--- src/rtl/sparse_ro_pkg.sv ---
package sparse_ro_pkg;

  typedef enum logic {
    ST_IDLE  = 1'b0,
    ST_SHIFT = 1'b1
  } ro_state_e;

  // address width of at least one bit
  function automatic int unsigned addr_w(input int unsigned n);
    return (n < 2) ? 1 : $clog2(n);
  endfunction

endpackage

--- src/rtl/hit_flag_array.sv ---
module hit_flag_array #(
  parameter int unsigned NPIX  = 16,
  parameter int unsigned IDX_W = 4
) (
  input  logic             clk,
  input  logic             rst_n,
  input  logic             arm_i,
  input  logic [NPIX-1:0]  hit_i,
  input  logic             clr_en_i,
  input  logic [IDX_W-1:0] clr_idx_i,
  output logic [NPIX-1:0]  flag_o
);

  logic [NPIX-1:0] flag_q;

  for (genvar i = 0; i < NPIX; i++) begin : g_pix
    logic set_w;
    logic clr_w;
    logic en_w;
    logic d_w;

    always_comb begin
      set_w = arm_i & hit_i[i];
      clr_w = clr_en_i && (clr_idx_i == IDX_W'(i));
      en_w  = set_w | clr_w;
      d_w   = ~clr_w;              // clear wins over set
    end

    always_ff @(posedge clk or negedge rst_n) begin
      if (!rst_n) begin
        flag_q[i] <= 1'b0;
      end else if (en_w) begin
        flag_q[i] <= d_w;
      end
    end
  end

  assign flag_o = flag_q;

endmodule

--- src/rtl/next_hit_finder.sv ---
module next_hit_finder #(
  parameter int unsigned COLS = 4,
  parameter int unsigned X_W  = 2
) (
  input  logic [COLS-1:0] mask_i,
  input  logic [X_W-1:0]  cur_col_i,
  output logic            found_o,
  output logic [X_W-1:0]  col_o
);

  logic [COLS-1:0] ahead_w;

  for (genvar x = 0; x < COLS; x++) begin : g_ahead
    assign ahead_w[x] = mask_i[x] && (X_W'(x) > cur_col_i);
  end

  // lowest candidate column beyond the current one
  always_comb begin
    found_o = 1'b0;
    col_o   = '0;
    for (int x = COLS - 1; x >= 0; x--) begin
      if (ahead_w[x]) begin
        found_o = 1'b1;
        col_o   = X_W'(x);
      end
    end
  end

endmodule

--- src/rtl/record_shifter.sv ---
module record_shifter #(
  parameter int unsigned REC_W = 30,
  parameter int unsigned FLD_W = 12
) (
  input  logic             clk,
  input  logic             rst_n,
  input  logic             load_i,
  input  logic [FLD_W-1:0] field_i,
  input  logic             shift_i,
  output logic             sdata_o
);

  localparam int unsigned PAD_W = REC_W - FLD_W;

  logic [REC_W-1:0] sh_q;
  logic [REC_W-1:0] sh_d;
  logic             sh_en;

  always_comb begin
    sh_en = load_i | shift_i;
    if (load_i) begin
      sh_d = {field_i, {PAD_W{1'b0}}};
    end else begin
      sh_d = {sh_q[REC_W-2:0], 1'b0};
    end
  end

  always_ff @(posedge clk or negedge rst_n) begin
    if (!rst_n) begin
      sh_q <= '0;
    end else if (sh_en) begin
      sh_q <= sh_d;
    end
  end

  assign sdata_o = sh_q[REC_W-1];

endmodule

--- src/rtl/sparse_hit_readout.sv ---
module sparse_hit_readout
  import sparse_ro_pkg::*;
#(
  parameter int unsigned COLS  = 4,
  parameter int unsigned ROWS  = 4,
  parameter int unsigned TS_W  = 8,
  parameter int unsigned REC_W = 30
) (
  input  logic                     clk,
  input  logic                     rst_n,
  input  logic                     start_i,
  input  logic                     read_all_i,
  input  logic [ROWS*COLS-1:0]     hit_i,
  input  logic [ROWS*COLS*TS_W-1:0] ts_i,
  output logic                     sdata_o,
  output logic                     rec_valid_o,
  output logic                     done_o
);

  localparam int unsigned NPIX  = ROWS * COLS;
  localparam int unsigned X_W   = addr_w(COLS);
  localparam int unsigned Y_W   = addr_w(ROWS);
  localparam int unsigned IDX_W = addr_w(NPIX);
  localparam int unsigned FLD_W = X_W + Y_W + TS_W;
  localparam int unsigned CNT_W = addr_w(REC_W);
  localparam logic [Y_W-1:0]   LAST_ROW = Y_W'(ROWS - 1);
  localparam logic [CNT_W-1:0] LAST_BIT = CNT_W'(REC_W - 1);

  ro_state_e        state_q, state_d;
  logic [Y_W-1:0]   row_q, row_d;
  logic [X_W-1:0]   col_q, col_d;
  logic [CNT_W-1:0] cnt_q, cnt_d;
  logic             done_q, done_d;

  logic             load;
  logic [Y_W-1:0]   ld_row;
  logic [X_W-1:0]   ld_col;
  logic [IDX_W-1:0] ld_idx;
  logic [FLD_W-1:0] ld_field;
  logic             shift_en;

  logic [NPIX-1:0]  flag_w;
  logic [COLS-1:0]  row_flags;
  logic [COLS-1:0]  row_mask;
  logic             nxt_found;
  logic [X_W-1:0]   nxt_col;

  hit_flag_array #(
    .NPIX  (NPIX),
    .IDX_W (IDX_W)
  ) flags_i (
    .clk       (clk),
    .rst_n     (rst_n),
    .arm_i     (state_q == ST_IDLE),
    .hit_i     (hit_i),
    .clr_en_i  (load),
    .clr_idx_i (ld_idx),
    .flag_o    (flag_w)
  );

  // candidates of the row being read: flagged, forced, or column 0
  always_comb begin
    row_flags = flag_w[row_q*COLS +: COLS];
    row_mask  = row_flags | {COLS{read_all_i}} | COLS'(1);
  end

  next_hit_finder #(
    .COLS (COLS),
    .X_W  (X_W)
  ) finder_i (
    .mask_i    (row_mask),
    .cur_col_i (col_q),
    .found_o   (nxt_found),
    .col_o     (nxt_col)
  );

  // next-state logic of the token controller
  always_comb begin
    state_d = state_q;
    row_d   = row_q;
    col_d   = col_q;
    cnt_d   = cnt_q;
    done_d  = done_q;
    load    = 1'b0;
    ld_row  = row_q;
    ld_col  = col_q;
    case (state_q)
      ST_IDLE: begin
        if (start_i) begin
          load   = 1'b1;
          ld_row = '0;
          ld_col = '0;
          done_d = 1'b0;
        end
      end
      ST_SHIFT: begin
        if (cnt_q == LAST_BIT) begin
          if (nxt_found) begin
            load   = 1'b1;
            ld_col = nxt_col;
          end else if (row_q != LAST_ROW) begin
            load   = 1'b1;
            ld_row = row_q + Y_W'(1);
            ld_col = '0;
          end else begin
            state_d = ST_IDLE;
            done_d  = 1'b1;
          end
        end else begin
          cnt_d = cnt_q + CNT_W'(1);
        end
      end
      default: state_d = ST_IDLE;
    endcase
    if (load) begin
      state_d = ST_SHIFT;
      row_d   = ld_row;
      col_d   = ld_col;
      cnt_d   = '0;
    end
  end

  always_comb begin
    ld_idx   = IDX_W'(ld_row * COLS) + IDX_W'(ld_col);
    ld_field = {ld_col, ld_row, ts_i[ld_idx*TS_W +: TS_W]};
    shift_en = (state_q == ST_SHIFT) && !load;
  end

  always_ff @(posedge clk or negedge rst_n) begin
    if (!rst_n) begin
      state_q <= ST_IDLE;
      row_q   <= '0;
      col_q   <= '0;
      cnt_q   <= '0;
      done_q  <= 1'b0;
    end else begin
      state_q <= state_d;
      row_q   <= row_d;
      col_q   <= col_d;
      cnt_q   <= cnt_d;
      done_q  <= done_d;
    end
  end

  record_shifter #(
    .REC_W (REC_W),
    .FLD_W (FLD_W)
  ) shifter_i (
    .clk     (clk),
    .rst_n   (rst_n),
    .load_i  (load),
    .field_i (ld_field),
    .shift_i (shift_en),
    .sdata_o (sdata_o)
  );

  assign rec_valid_o = (state_q == ST_SHIFT);
  assign done_o      = done_q;

endmodule

--- config.mk ---
export PLATFORM = sky130hd
export DESIGN_NAME = sparse_hit_readout
export DESIGN_NICKNAME = d
export VERILOG_FILES = /design/src/rtl/sparse_ro_pkg.sv /design/src/rtl/hit_flag_array.sv /design/src/rtl/next_hit_finder.sv /design/src/rtl/record_shifter.sv /design/src/rtl/sparse_hit_readout.sv
export SDC_FILE = /design/constraint.sdc
export NUM_CORES = 1
export LEC_CHECK = 0
export ABC_CLOCK_PERIOD_IN_PS = 5900
export CAP_MARGIN = 40
export CORE_AREA = 2 2 81 83
export CTS_CLUSTER_DIAMETER = 120
export DETAILED_ROUTE_END_ITERATION = 10
export DIE_AREA = 0 0 83 85
export DONT_BUFFER_PORTS = 1
export GPL_TIMING_DRIVEN = 0
export PLACE_DENSITY_LB_ADDON = 0.15
export SLEW_MARGIN = 20
export SYNTH_ARGS = -nofsm -noshare
export SYNTH_HDL_FRONTEND = slang
export SYNTH_SLANG_ARGS = --single-unit
--- constraint.sdc ---
create_clock -name clk -period 5.9 [get_ports clk]
set_input_delay 0.295 -clock clk [delete_from_list [all_inputs] [get_ports clk]]
set_output_delay 0.295 -clock clk [all_outputs]
set_load 0.01 [all_outputs]
==> qor.log, run 1 <==
[status] result of the run complete, no violations
[detailed_routing] average vias per placed instance 6.53
[power] peak supply drop 0.210 mV
[power] total power after layout 1.28 mW
[floorplan] die area 0.00706 mm2
[sta] final count of hold timing violations 0
[sta] final count of pins violating max slew 0
[layout] final design utilization 0.526
[critical_path] cell with the largest stage delay on the worst path sky130_fd_sc_hd__nor2_1
[clocking] cts repair resizes 0
[floorplan] Row Count 29
[global_route] pin count of the biggest net entering global routing 36
[logic_synthesis] combined area of all synthesized cells 0.00302 mm2
[layout] leading cell types in the layout, fill and taps excluded 80 x sky130_fd_sc_hd__mux2i_1, 35 x sky130_fd_sc_hd__dfrtp_1, 31 x sky130_fd_sc_hd__nand2_1
[logic_synthesis] post-synthesis sequential element count 35
[sta] number of setup violations in the final report 0
[job] max_cap viols 0
[global_route] global-route wire length before repair 14300 um
[detailed_routing] Antenna Violating Nets Remaining 0
[detailed_routing] routed len/inst 22.0 um
[layout] area added between synthesis and finish 8.08%
[layout] fraction of layout cells with a size suffix above 1 0.122
[layout] antenna fix cells 0
[layout] number of fill cells 602
[clocking] buffers from clock root to sink, at most 2
[sta] Max Clock Freq 292 MHz
[clocking] number of buffers inserted during clock tree synthesis 5
[placed_design] GP Congestion 0.892
[critical_path] arrival time at the worst endpoint 3640 ps
[clocking] Worst-Skew Late Latency 290 ps
[clocking] clock transition time at the flip-flop clock pins of the worst setup and hold paths 80 ps
[floorplan] core outline area 0.00620 mm2
[layout] non-filler cells, final 414
[clocking] post-CTS setup-driven buffer insertion count 0
[sta] worst-case hold slack 186 ps
[logic_synthesis] count of flip-flops with a built-in enable after synthesis 0
[critical_path] gate family responsible for the most delay along the worst path simple AND/OR/NAND/NOR gates
[detailed_routing] DR pass1 iterations 6
[global_route] grt total ovfl 0
[layout] multi-input logic area 0.00195 mm2
[sta] transition time at the pin with the least slew margin 740 ps
[critical_path] crit-path max FO 9
[critical_path] crit path kind register to register
[floorplan] Top-Level Pins 151
[logic_synthesis] commonest register cell after synthesis sky130_fd_sc_hd__dfrtp_1
[layout] Total Nets Final 486
[critical_path] CP cell instances inv_1, ha_1, and4_1, clkbuf_1, nand2_1, a311o_1, nand2_1, o2111ai_1, nor2_1, a22oi_1, nand3_1
[logic_synthesis] synthesized net count 477
[sta] period utilisation layout 0.579
[global_route] initial antenna violation count 0
[sta] Final Worst Setup Slack 2480 ps
[power] Power Density 392 mW/mm2
[placed_design] cell total after placement 404
[logic_synthesis] mean post-synth cell area 9.23 um2
[logic_synthesis] number of distinct standard cells referenced by the synthesized netlist 59
[sta] RSZ-0062 raised after global routing no
[detailed_routing] number of vias in the routed layout 2705
[sta] slew margin rel. 0.505
[power] static leakage 1.34 nW
[global_route] Total Routing Usage GR 0.255
[placed_design] DP Area 0.00311 mm2
[clocking] Hold-fix buffers, CTS 2
[placed_design] estimated wirelength of the detail-placed design 7280 um
[min_path] worst hold-check path type input port to register
[logic_synthesis] share of flip-flops with an asynchronous set or reset 1.00
[sta] min cycle time layout 3420 ps
[critical_path] largest incremental delay on the critical path 660 ps
[placed_design] port bufs 0
[layout] leading cell type in the layout, fill and taps excluded sky130_fd_sc_hd__mux2i_1
[floorplan] horizontal die dimension 83 um
[placed_design] pre-CTS worst setup slack 2520 ps
[clocking] Max H-tree Level 2
[detailed_routing] violation count after the first detailed-route iteration 160
[critical_path] startpoint kind of the worst setup timing path register
[clocking] TritonCTS clock tree built
[critical_path] Worst EP required 6120 ps
[clocking] CTS Sinks 35
[global_route] via count of the first global-routing pass 2676
[sta] maximum clock skew at final layout 3.36 ps
[clocking] library cell used as clock root buffer sky130_fd_sc_hd__clkbuf_8
[logic_synthesis] total number of yosys warnings 0
[detailed_routing] Total Routed Length 9100 um
[detailed_routing] remaining design rule violation count 0
[floorplan] die height 85 um
[layout] fin area 0.00326 mm2
[logic_synthesis] count of mapped cells out of synthesis 327
[critical_path] Worst Path Buf+Inv 2
[logic_synthesis] part of the Yosys area used for sequential elements 0.290
[floorplan] Initial Utilization 0.486
[critical_path] crit end category register
[critical_path] critical path's most frequent cell sky130_fd_sc_hd__nand2_1
[sta] Setup Total Neg Slack 0 ps
[layout] register area 876 um2
-- final timing paths --
path | from | to | slack, ps | depth (start not counted)
max | cnt_q[1] | shifter_i.sh_q[24] | 2480 | 11
min | hit_i[1] | flags_i.flag_o[1] | 190 | 2
max reg2reg | cnt_q[1] | shifter_i.sh_q[24] | 2480 | 11
min reg2reg | shifter_i.sh_q[25] | shifter_i.sh_q[26] | 510 | 2
max in group asynchronous | rst_n | col_q[0] | 5270 | 2
min in group asynchronous | rst_n | cnt_q[0] | 440 | 2
-- cell type report --
class / count / area share
Tap cell: 77 / 0.0295
Clock inverter: 2 / 0.0107
Multi-Input combinational cell: 259 / 0.598
Sequential cell: 35 / 0.269
Clock buffer: 6 / 0.0253
Buffer: 24 / 0.0483
Inverter: 9 / 0.0104
Timing Repair Buffer: 2 / 0.00921
-- state kept, by name, indices dropped and copies added (netlist names) --
name and count:
flags_i.flag_o 12, col_q 2, done_o 1, cnt_q 5, rec_valid_o 1, row_q 2
shifter_i.sh_q 12
-- power by group --
part           total, mW  internal, mW  switching (mW)
Clock              0.231         0.137          0.0942
Combinational      0.695         0.301           0.394
Sequential         0.354         0.309          0.0444
-- cells in the mapped netlist (6+ instances only) --
library cell	count	share of area
sky130_fd_sc_hd__a222oi_1	8	0.027
sky130_fd_sc_hd__mux2i_1	80	0.27
sky130_fd_sc_hd__nand2_1	31	0.039
sky130_fd_sc_hd__nand3_1	15	0.025
sky130_fd_sc_hd__clkbuf_1	7	0.0087
sky130_fd_sc_hd__inv_1	6	0.0075
sky130_fd_sc_hd__dfrtp_1	35	0.29
sky130_fd_sc_hd__nor2_1	14	0.017
sky130_fd_sc_hd__a22oi_1	10	0.025
sky130_fd_sc_hd__buf_6	6	0.022
sky130_fd_sc_hd__a21oi_1	27	0.045
-- kinds of logic (layout without fill, tap and decap cells) --
| family | after synthesis | count (layout) | share of synthesized area |
|---|---|---|---|
| AO/OA/AOI/OAI | 86 | 86 | 0.208 |
| XOR/XNOR | 3 | 3 | 0.00871 |
| adder cells (fa/ha/maj) | 2 | 2 | 0.00829 |
| buffers and inverters | 33 | 43 | 0.0634 |
| flip-flops | 35 | 35 | 0.290 |
| multiplexers | 87 | 87 | 0.294 |
| AND/OR/NAND/NOR | 81 | 81 | 0.128 |
-- layer usage --
metal,vias to the layer above,track usage,part of all wire
met5,-,0,0
met4,0,0.0626,0.018
met3,11,0.0584,0.072
met2,121,0.438,0.50
met1,1318,0.327,0.41
li1,1255,-,-
(Power assumes the default switching activity.)
==> inputs of run 2 (changes only) <==
Settings changed: ABC_CLOCK_PERIOD_IN_PS 5900 to 2970.
Clock period 5.9 ns to 2.97 ns, I/O delays scaled along.
==> run 2 against run 1 <==
  * Total power up 110%
  * Design area up 5.9%
  * Via count up 2.3%
  * Critical path depth unchanged
  * Combinational power up 130%
  * Critical endpoint is now shifter_i.sh_q[19]
  * Highest routed layer unchanged
==> qor.log, run 2 (synthesized netlist as in run 1, its figures left out) <==
[critical_path] critical path's most frequent cell sky130_fd_sc_hd__buf_6
[sta] Max Clock Freq 347 MHz [+19%]
[detailed_routing] average vias per placed instance 6.54 [+0.12%]
[clocking] library cell used as clock root buffer sky130_fd_sc_hd__clkbuf_8
[clocking] Max H-tree Level 2 [unchanged]
[floorplan] die area 0.00706 mm2 [unchanged]
[placed_design] port bufs 0 [unchanged]
[sta] final count of pins violating max slew 0 [unchanged]
[detailed_routing] number of vias in the routed layout 2767 [+2.3%]
[critical_path] gate family responsible for the most delay along the worst path compound AO/OA/AOI/OAI gates
[sta] number of setup violations in the final report 0 [unchanged]
[sta] transition time at the pin with the least slew margin 540 ps [-200 ps]
[sta] maximum clock skew at final layout 4.61 ps [+1.25 ps]
[floorplan] Row Count 29 [unchanged]
[floorplan] Initial Utilization 0.486 [unchanged]
[critical_path] crit-path max FO 10 [+1]
[floorplan] core outline area 0.00620 mm2 [unchanged]
[global_route] initial antenna violation count 0 [unchanged]
[layout] leading cell type in the layout, fill and taps excluded sky130_fd_sc_hd__mux2i_1
[detailed_routing] remaining design rule violation count 0 [unchanged]
[clocking] Worst-Skew Late Latency 290 ps [about the same]
[clocking] CTS Sinks 35 [unchanged]
[clocking] number of buffers inserted during clock tree synthesis 5 [unchanged]
[global_route] Total Routing Usage GR 0.258 [+0.00310]
[placed_design] cell total after placement 404 [unchanged]
[critical_path] largest incremental delay on the critical path 400 ps [-260 ps]
[sta] period utilisation layout 0.970 [+0.390]
[power] total power after layout 2.73 mW [+110%]
[floorplan] horizontal die dimension 83 um [unchanged]
[placed_design] estimated wirelength of the detail-placed design 7280 um [unchanged]
[critical_path] Worst Path Buf+Inv 3 [+1]
[critical_path] CP cell instances buf_6, buf_6, mux2_4, o221a_4, nor2_4, a31oi_1, a311o_2, and3_1, buf_6, a222oi_1, nand3_1
[global_route] pin count of the biggest net entering global routing 36 [unchanged]
[global_route] grt total ovfl 0 [unchanged]
[floorplan] Top-Level Pins 151 [unchanged]
[layout] number of fill cells 591 [-1.8%]
[detailed_routing] Antenna Violating Nets Remaining 0 [unchanged]
[detailed_routing] Total Routed Length 9450 um [+3.8%]
[power] static leakage 1.40 nW [+4.7%]
[power] peak supply drop 0.441 mV [+110%]
[power] Power Density 791 mW/mm2 [+100%]
[layout] antenna fix cells 0 [unchanged]
[detailed_routing] violation count after the first detailed-route iteration 157 [-1.9%]
[layout] fraction of layout cells with a size suffix above 1 0.197 [+0.0749]
[layout] leading cell types in the layout, fill and taps excluded 78 x sky130_fd_sc_hd__mux2i_1, 35 x sky130_fd_sc_hd__dfrtp_1, 31 x sky130_fd_sc_hd__nand2_1
[layout] area added between synthesis and finish 14.5%
[clocking] clock transition time at the flip-flop clock pins of the worst setup and hold paths 70 ps [about the same]
[global_route] global-route wire length before repair 14500 um [+1.3%]
[sta] Setup Total Neg Slack 0 ps [unchanged]
[clocking] buffers from clock root to sink, at most 2 [unchanged]
[critical_path] arrival time at the worst endpoint 3040 ps [-600 ps]
[job] max_cap viols 0 [unchanged]
[placed_design] DP Area 0.00311 mm2 [unchanged]
[floorplan] die height 85 um [unchanged]
[layout] register area 876 um2 [unchanged]
[layout] multi-input logic area 0.00206 mm2 [+5.4%]
[global_route] via count of the first global-routing pass 2712 [+1.3%]
[layout] fin area 0.00345 mm2 [+5.9%]
[critical_path] Worst EP required 3130 ps [-2990 ps]
[sta] min cycle time layout 2880 ps [-538 ps]
[sta] RSZ-0062 raised after global routing yes
[critical_path] crit end category register
[placed_design] GP Congestion 0.892 [unchanged]
[sta] final count of hold timing violations 0 [unchanged]
[min_path] worst hold-check path type input port to register
[layout] non-filler cells, final 423 [+2.2%]
[sta] slew margin rel. 0.639 [+0.134]
[layout] Total Nets Final 495 [+1.9%]
[critical_path] startpoint kind of the worst setup timing path register
[critical_path] cell with the largest stage delay on the worst path sky130_fd_sc_hd__a311o_2
[detailed_routing] routed len/inst 22.3 um [+1.6%]
[detailed_routing] DR pass1 iterations 8 [+2]
[critical_path] crit path kind register to register
[clocking] TritonCTS clock tree built
[status] result of the run complete, no violations
-- run 2: cell types whose count changed in the layout (fill, tap and decap cells not counted), sizes merged --
cell,change
clkinv,-1
clkbuf,-1
buf,+10
clkinvlp,+1
-- run 2: metal layers --
layer | share of wire | global-route usage | up-vias | wire [um]
li1 | - | - | 1274 | -
met1 | 0.41 | 0.330 | 1355 | 3830
met2 | 0.51 | 0.446 | 125 | 4810
met3 | 0.067 | 0.0574 | 13 | 630
met4 | 0.018 | 0.0626 | 0 | 173
met5 | 0 | 0 | - | 0
-- run 2: final timing paths --
path / slack [ps] / from / end / cells after the start
max: 90 / row_q[0] / shifter_i.sh_q[19] / 11
min: 40 / hit_i[1] / flags_i.flag_o[1] / 2
max reg2reg: 90 / row_q[0] / shifter_i.sh_q[19] / 11
min reg2reg: 510 / shifter_i.sh_q[25] / shifter_i.sh_q[26] / 2
max in group asynchronous: 2470 / rst_n / flags_i.flag_o[9] / 2
min in group asynchronous: 300 / rst_n / cnt_q[0] / 2
-- run 2: area by class of cell --
| type | count | share of cell area |
|---|---|---|
| flip-flops and latches | 35 | 0.254 |
| inverters | 9 | 0.0109 |
| multi-input cells | 259 | 0.595 |
| clock buffers | 6 | 0.0239 |
| repair buffers | 12 | 0.0304 |
| plain buffers | 23 | 0.0482 |
| well taps | 77 | 0.0279 |
| clock inverters | 2 | 0.0101 |
-- run 2: metrics by stage --
step | utilization | hold slack [ps] | worst slack, ps
6_report | 0.557 | 42.5 | 89.4
5_1_grt | 0.557 | 48.4 | -49.1
4_1_cts | 0.537 | 39.0 | 0.541
3_5_place_dp | 0.502 | -145 | -409
3_3_place_gp | 0.502 | -145 | -426
2_1_floorplan | - | -147 | 449
-- run 2: report_power, final --
part           internal (mW)  total (mW)  switching (mW)
combinational          0.711        1.58           0.865
clock                  0.272       0.453           0.181
sequential             0.615       0.706          0.0907
-- run 2: worst register-to-register path: stages, from the launching register on --
cell	delay, ps
sky130_fd_sc_hd__dfrtp_1	370
sky130_fd_sc_hd__buf_6	130
sky130_fd_sc_hd__buf_6	140
sky130_fd_sc_hd__mux2_4	320
sky130_fd_sc_hd__o221a_4	280
sky130_fd_sc_hd__nor2_4	130
sky130_fd_sc_hd__a31oi_1	100
sky130_fd_sc_hd__a311o_2	400
sky130_fd_sc_hd__and3_1	210
sky130_fd_sc_hd__buf_6	130
sky130_fd_sc_hd__a222oi_1	400
sky130_fd_sc_hd__nand3_1	130
-- run 2: timing repair --
item / CTS / global route
resized for setup: 11 / 18
hold buffers: 2 / 0
pin swaps: 2 / 6
endpoints found under the hold margin: 35 / 0
buffers inserted: 3 / 7
setup endpoints to repair: 13 / 16
==> inputs of run 3 (changes only) <==
Settings changed: CORE_AREA 2 2 81 83 to 2 2 73 92, DIE_AREA 0 0 83 85 to 0 0 75 94.
==> run 3 against run 2 <==
  * Non-clock buffer count fell by 7
  * Die area about the same
  * Sequential share of layout area rose by 0.52 points
  * Hold slack got worse by 7.4 ps
  * Global-route usage increased by 1.6 points
  * Largest power group unchanged
  * Sequential power down 0.7%
  * Via count shrank 0.94%
  * Critical path type unchanged
  * Core utilization decreased by 0.41 points
  * Design area shrank 2.0%
==> qor.log, run 3 (synthesized netlist as in run 1, its figures left out) <==
[placed_design] port bufs 0 [unchanged]
[sta] Final Worst Setup Slack 148 ps [+58.9 ps]
[sta] Max Clock Freq 354 MHz [+2.1%]
[global_route] Total Routing Usage GR 0.274 [+0.0161]
[clocking] CTS Sinks 35 [unchanged]
[sta] period utilisation layout 0.950 [-0.0198]
[placed_design] pre-CTS worst setup slack -396 ps [+12.3 ps]
[critical_path] end of the critical path shifter_i.sh_q[20]
[min_path] worst hold-check path type input port to register
[detailed_routing] Routed met2 length 4770 um [-1.0%]
[power] Power Density 757 mW/mm2 [-4.3%]
[critical_path] CP cell instances buf_6, buf_6, mux2_4, o221ai_2, a21boi_1, a211oi_4, buf_4, mux2i_1, mux2i_1, a22oi_1, nand3_1
[clocking] TritonCTS clock tree built
[clocking] library cell used as clock root buffer sky130_fd_sc_hd__clkbuf_8
[detailed_routing] routed len/inst 22.5 um [+0.61%]
[critical_path] worst r2r path cells 11 [unchanged]
[critical_path] crit end category register
[critical_path] register-to-register setup slack 150 ps [+60 ps]
[detailed_routing] highest metal layer with signal wires met4
[floorplan] Row Count 32 [+10%]
[global_route] pin count of the biggest net entering global routing 36 [unchanged]
[critical_path] Worst Setup SP row_q[0]
[floorplan] core outline area 0.00613 mm2 [-1.3%]
[clocking] Worst-Skew Late Latency 300 ps [about the same]
[detailed_routing] Antenna Violating Nets Remaining 0 [unchanged]
[placed_design] estimated wirelength of the detail-placed design 7500 um [+2.9%]
[placed_design] GP Congestion 0.908 [+1.7%]
[sta] maximum clock skew at final layout 11.5 ps [+6.86 ps]
[global_route] global-route wire length before repair 14200 um [-1.8%]
[critical_path] arrival time at the worst endpoint 3000 ps [-40 ps]
[detailed_routing] remaining design rule violation count 0 [unchanged]
[detailed_routing] number of vias in the routed layout 2741 [-0.94%]
[critical_path] gate family responsible for the most delay along the worst path compound AO/OA/AOI/OAI gates
[sta] min cycle time layout 2820 ps [-58.9 ps]
[sta] RSZ-0062 raised after global routing yes
[power] peak supply drop 0.336 mV [-24%]
[layout] antenna fix cells 0 [unchanged]
[critical_path] logic depth of the worst setup path including buffers 11 [unchanged]
[critical_path] crit path kind register to register
[clocking] clock transition time at the flip-flop clock pins of the worst setup and hold paths 80 ps [about the same]
[sta] transition time at the pin with the least slew margin 550 ps [+10.1 ps]
[detailed_routing] DR pass1 iterations 7 [-1]
[global_route] via count of the first global-routing pass 2799 [+3.2%]
[critical_path] crit-path max FO 10 [unchanged]
[detailed_routing] Total Routed Length 9530 um [+0.85%]
[global_route] grt total ovfl 0 [unchanged]
[power] static leakage 1.35 nW [-3.9%]
[global_route] initial antenna violation count 0 [unchanged]
[critical_path] cell with the largest stage delay on the worst path sky130_fd_sc_hd__dfrtp_1
[status] result of the run complete, no violations
[detailed_routing] violation count after the first detailed-route iteration 257 [+64%]
[layout] area added between synthesis and finish 12.2%
[detailed_routing] amount of wire on met3 after detailed routing 770 um [+22%]
[layout] number of fill cells 582 [-1.5%]
[layout] Total Nets Final 488 [-1.4%]
[floorplan] Initial Utilization 0.493 [+0.00626]
[layout] leading cell type in the layout, fill and taps excluded sky130_fd_sc_hd__mux2i_1
[critical_path] Worst Path Buf+Inv 3 [unchanged]
[sta] final count of hold timing violations 0 [unchanged]
[critical_path] Worst EP required 3150 ps [+20 ps]
[detailed_routing] average vias per placed instance 6.46 [-1.2%]
[power] total power after layout 2.56 mW [-6.2%]
[floorplan] horizontal die dimension 75 um [-9.6%]
[critical_path] startpoint of the lowest-slack register-to-register path row_q[0]
[critical_path] startpoint kind of the worst setup timing path register
[floorplan] die height 94 um [+11%]
[critical_path] worst reg2reg endpoint shifter_i.sh_q[20]
[clocking] number of buffers inserted during clock tree synthesis 5 [unchanged]
[clocking] Max H-tree Level 2 [unchanged]
[detailed_routing] routed length on met1 3610 um [-5.9%]
[clocking] buffers from clock root to sink, at most 2 [unchanged]
[job] max_cap viols 0 [unchanged]
[sta] number of setup violations in the final report 0 [unchanged]
[layout] leading cell types in the layout, fill and taps excluded 78 x sky130_fd_sc_hd__mux2i_1, 35 x sky130_fd_sc_hd__dfrtp_1, 31 x sky130_fd_sc_hd__nand2_1
[sta] slew margin rel. 0.632 [-0.00676]
[sta] final count of pins violating max slew 0 [unchanged]
[critical_path] largest incremental delay on the critical path 380 ps [-20 ps]
[layout] fraction of layout cells with a size suffix above 1 0.180 [-0.0166]
[floorplan] die area 0.00705 mm2 [about the same]
[floorplan] Top-Level Pins 151 [unchanged]
## run 3: cell types whose count changed in the layout (fill, tap and decap cells not counted), sizes merged
cell and delta:
buf -7, clkbuf -1, clkinv +1, clkinvlp +1, bufinv -1
## run 3: final cells by class
cell class                      instances  area [um2]  area share
Tap cell                               85         106      0.0314
Inverter                                9        37.5      0.0111
Multi-Input combinational cell        259        2060       0.608
Timing Repair Buffer                    5        52.6      0.0155
Sequential cell                        35         876       0.259
Buffer                                 23         163      0.0480
Clock buffer                            5        68.8      0.0203
Clock inverter                          3        25.0     0.00739
## run 3: routing by layer
metal,up-vias,track usage
met5,-,0
met4,0,0.124
met3,23,0.0633
met2,154,0.453
met1,1303,0.331
li1,1261,-
## run 3: how the worst min path moves through the flow
| stage | end | startpoint | slack [ps] | cells past startpoint |
|---|---|---|---|---|
| after floorplan | cnt_q[0] | rst_n | -150 | 0 |
| after global placement | cnt_q[0] | rst_n | -150 | 0 |
| after detailed placement | done_o | rst_n | -150 | 0 |
| after CTS | flags_i.flag_o[3] | hit_i[3] | 40 | 2 |
| after global routing | flags_i.flag_o[6] | hit_i[6] | 40 | 2 |
| final | flags_i.flag_o[3] | hit_i[3] | 40 | 2 |
## run 3: report_power, final
group          switching [mW]  internal, mW
sequential             0.0870         0.614
clock                   0.203         0.168
combinational           0.838         0.654
## run 3: timing repair
item | 4_1_cts | 5_1_grt
endpoints found under the hold margin | 35 | 0
pin swaps | 0 | 3
hold buffers | 2 | 0
buffers inserted | 1 | 2
gates resized for setup | 5 | 25
endpoints found under the setup margin | 13 | 17
## run 3: metrics by stage
stage | std cells | setup TNS, ps | instance area (um2) | util | hold WS (ps)
6_report | 424 | 0 | 3390 | 0.553 | 35.1
5_1_grt | 424 | -4.66 | 3390 | 0.553 | 38.2
4_1_cts | 423 | -173 | 3280 | 0.535 | 36.3
3_5_place_dp | 412 | -2990 | 3120 | 0.510 | -146
3_3_place_gp | 412 | -2690 | 3120 | 0.510 | -146
2_1_floorplan | 327 | 0 | 3020 | - | -147
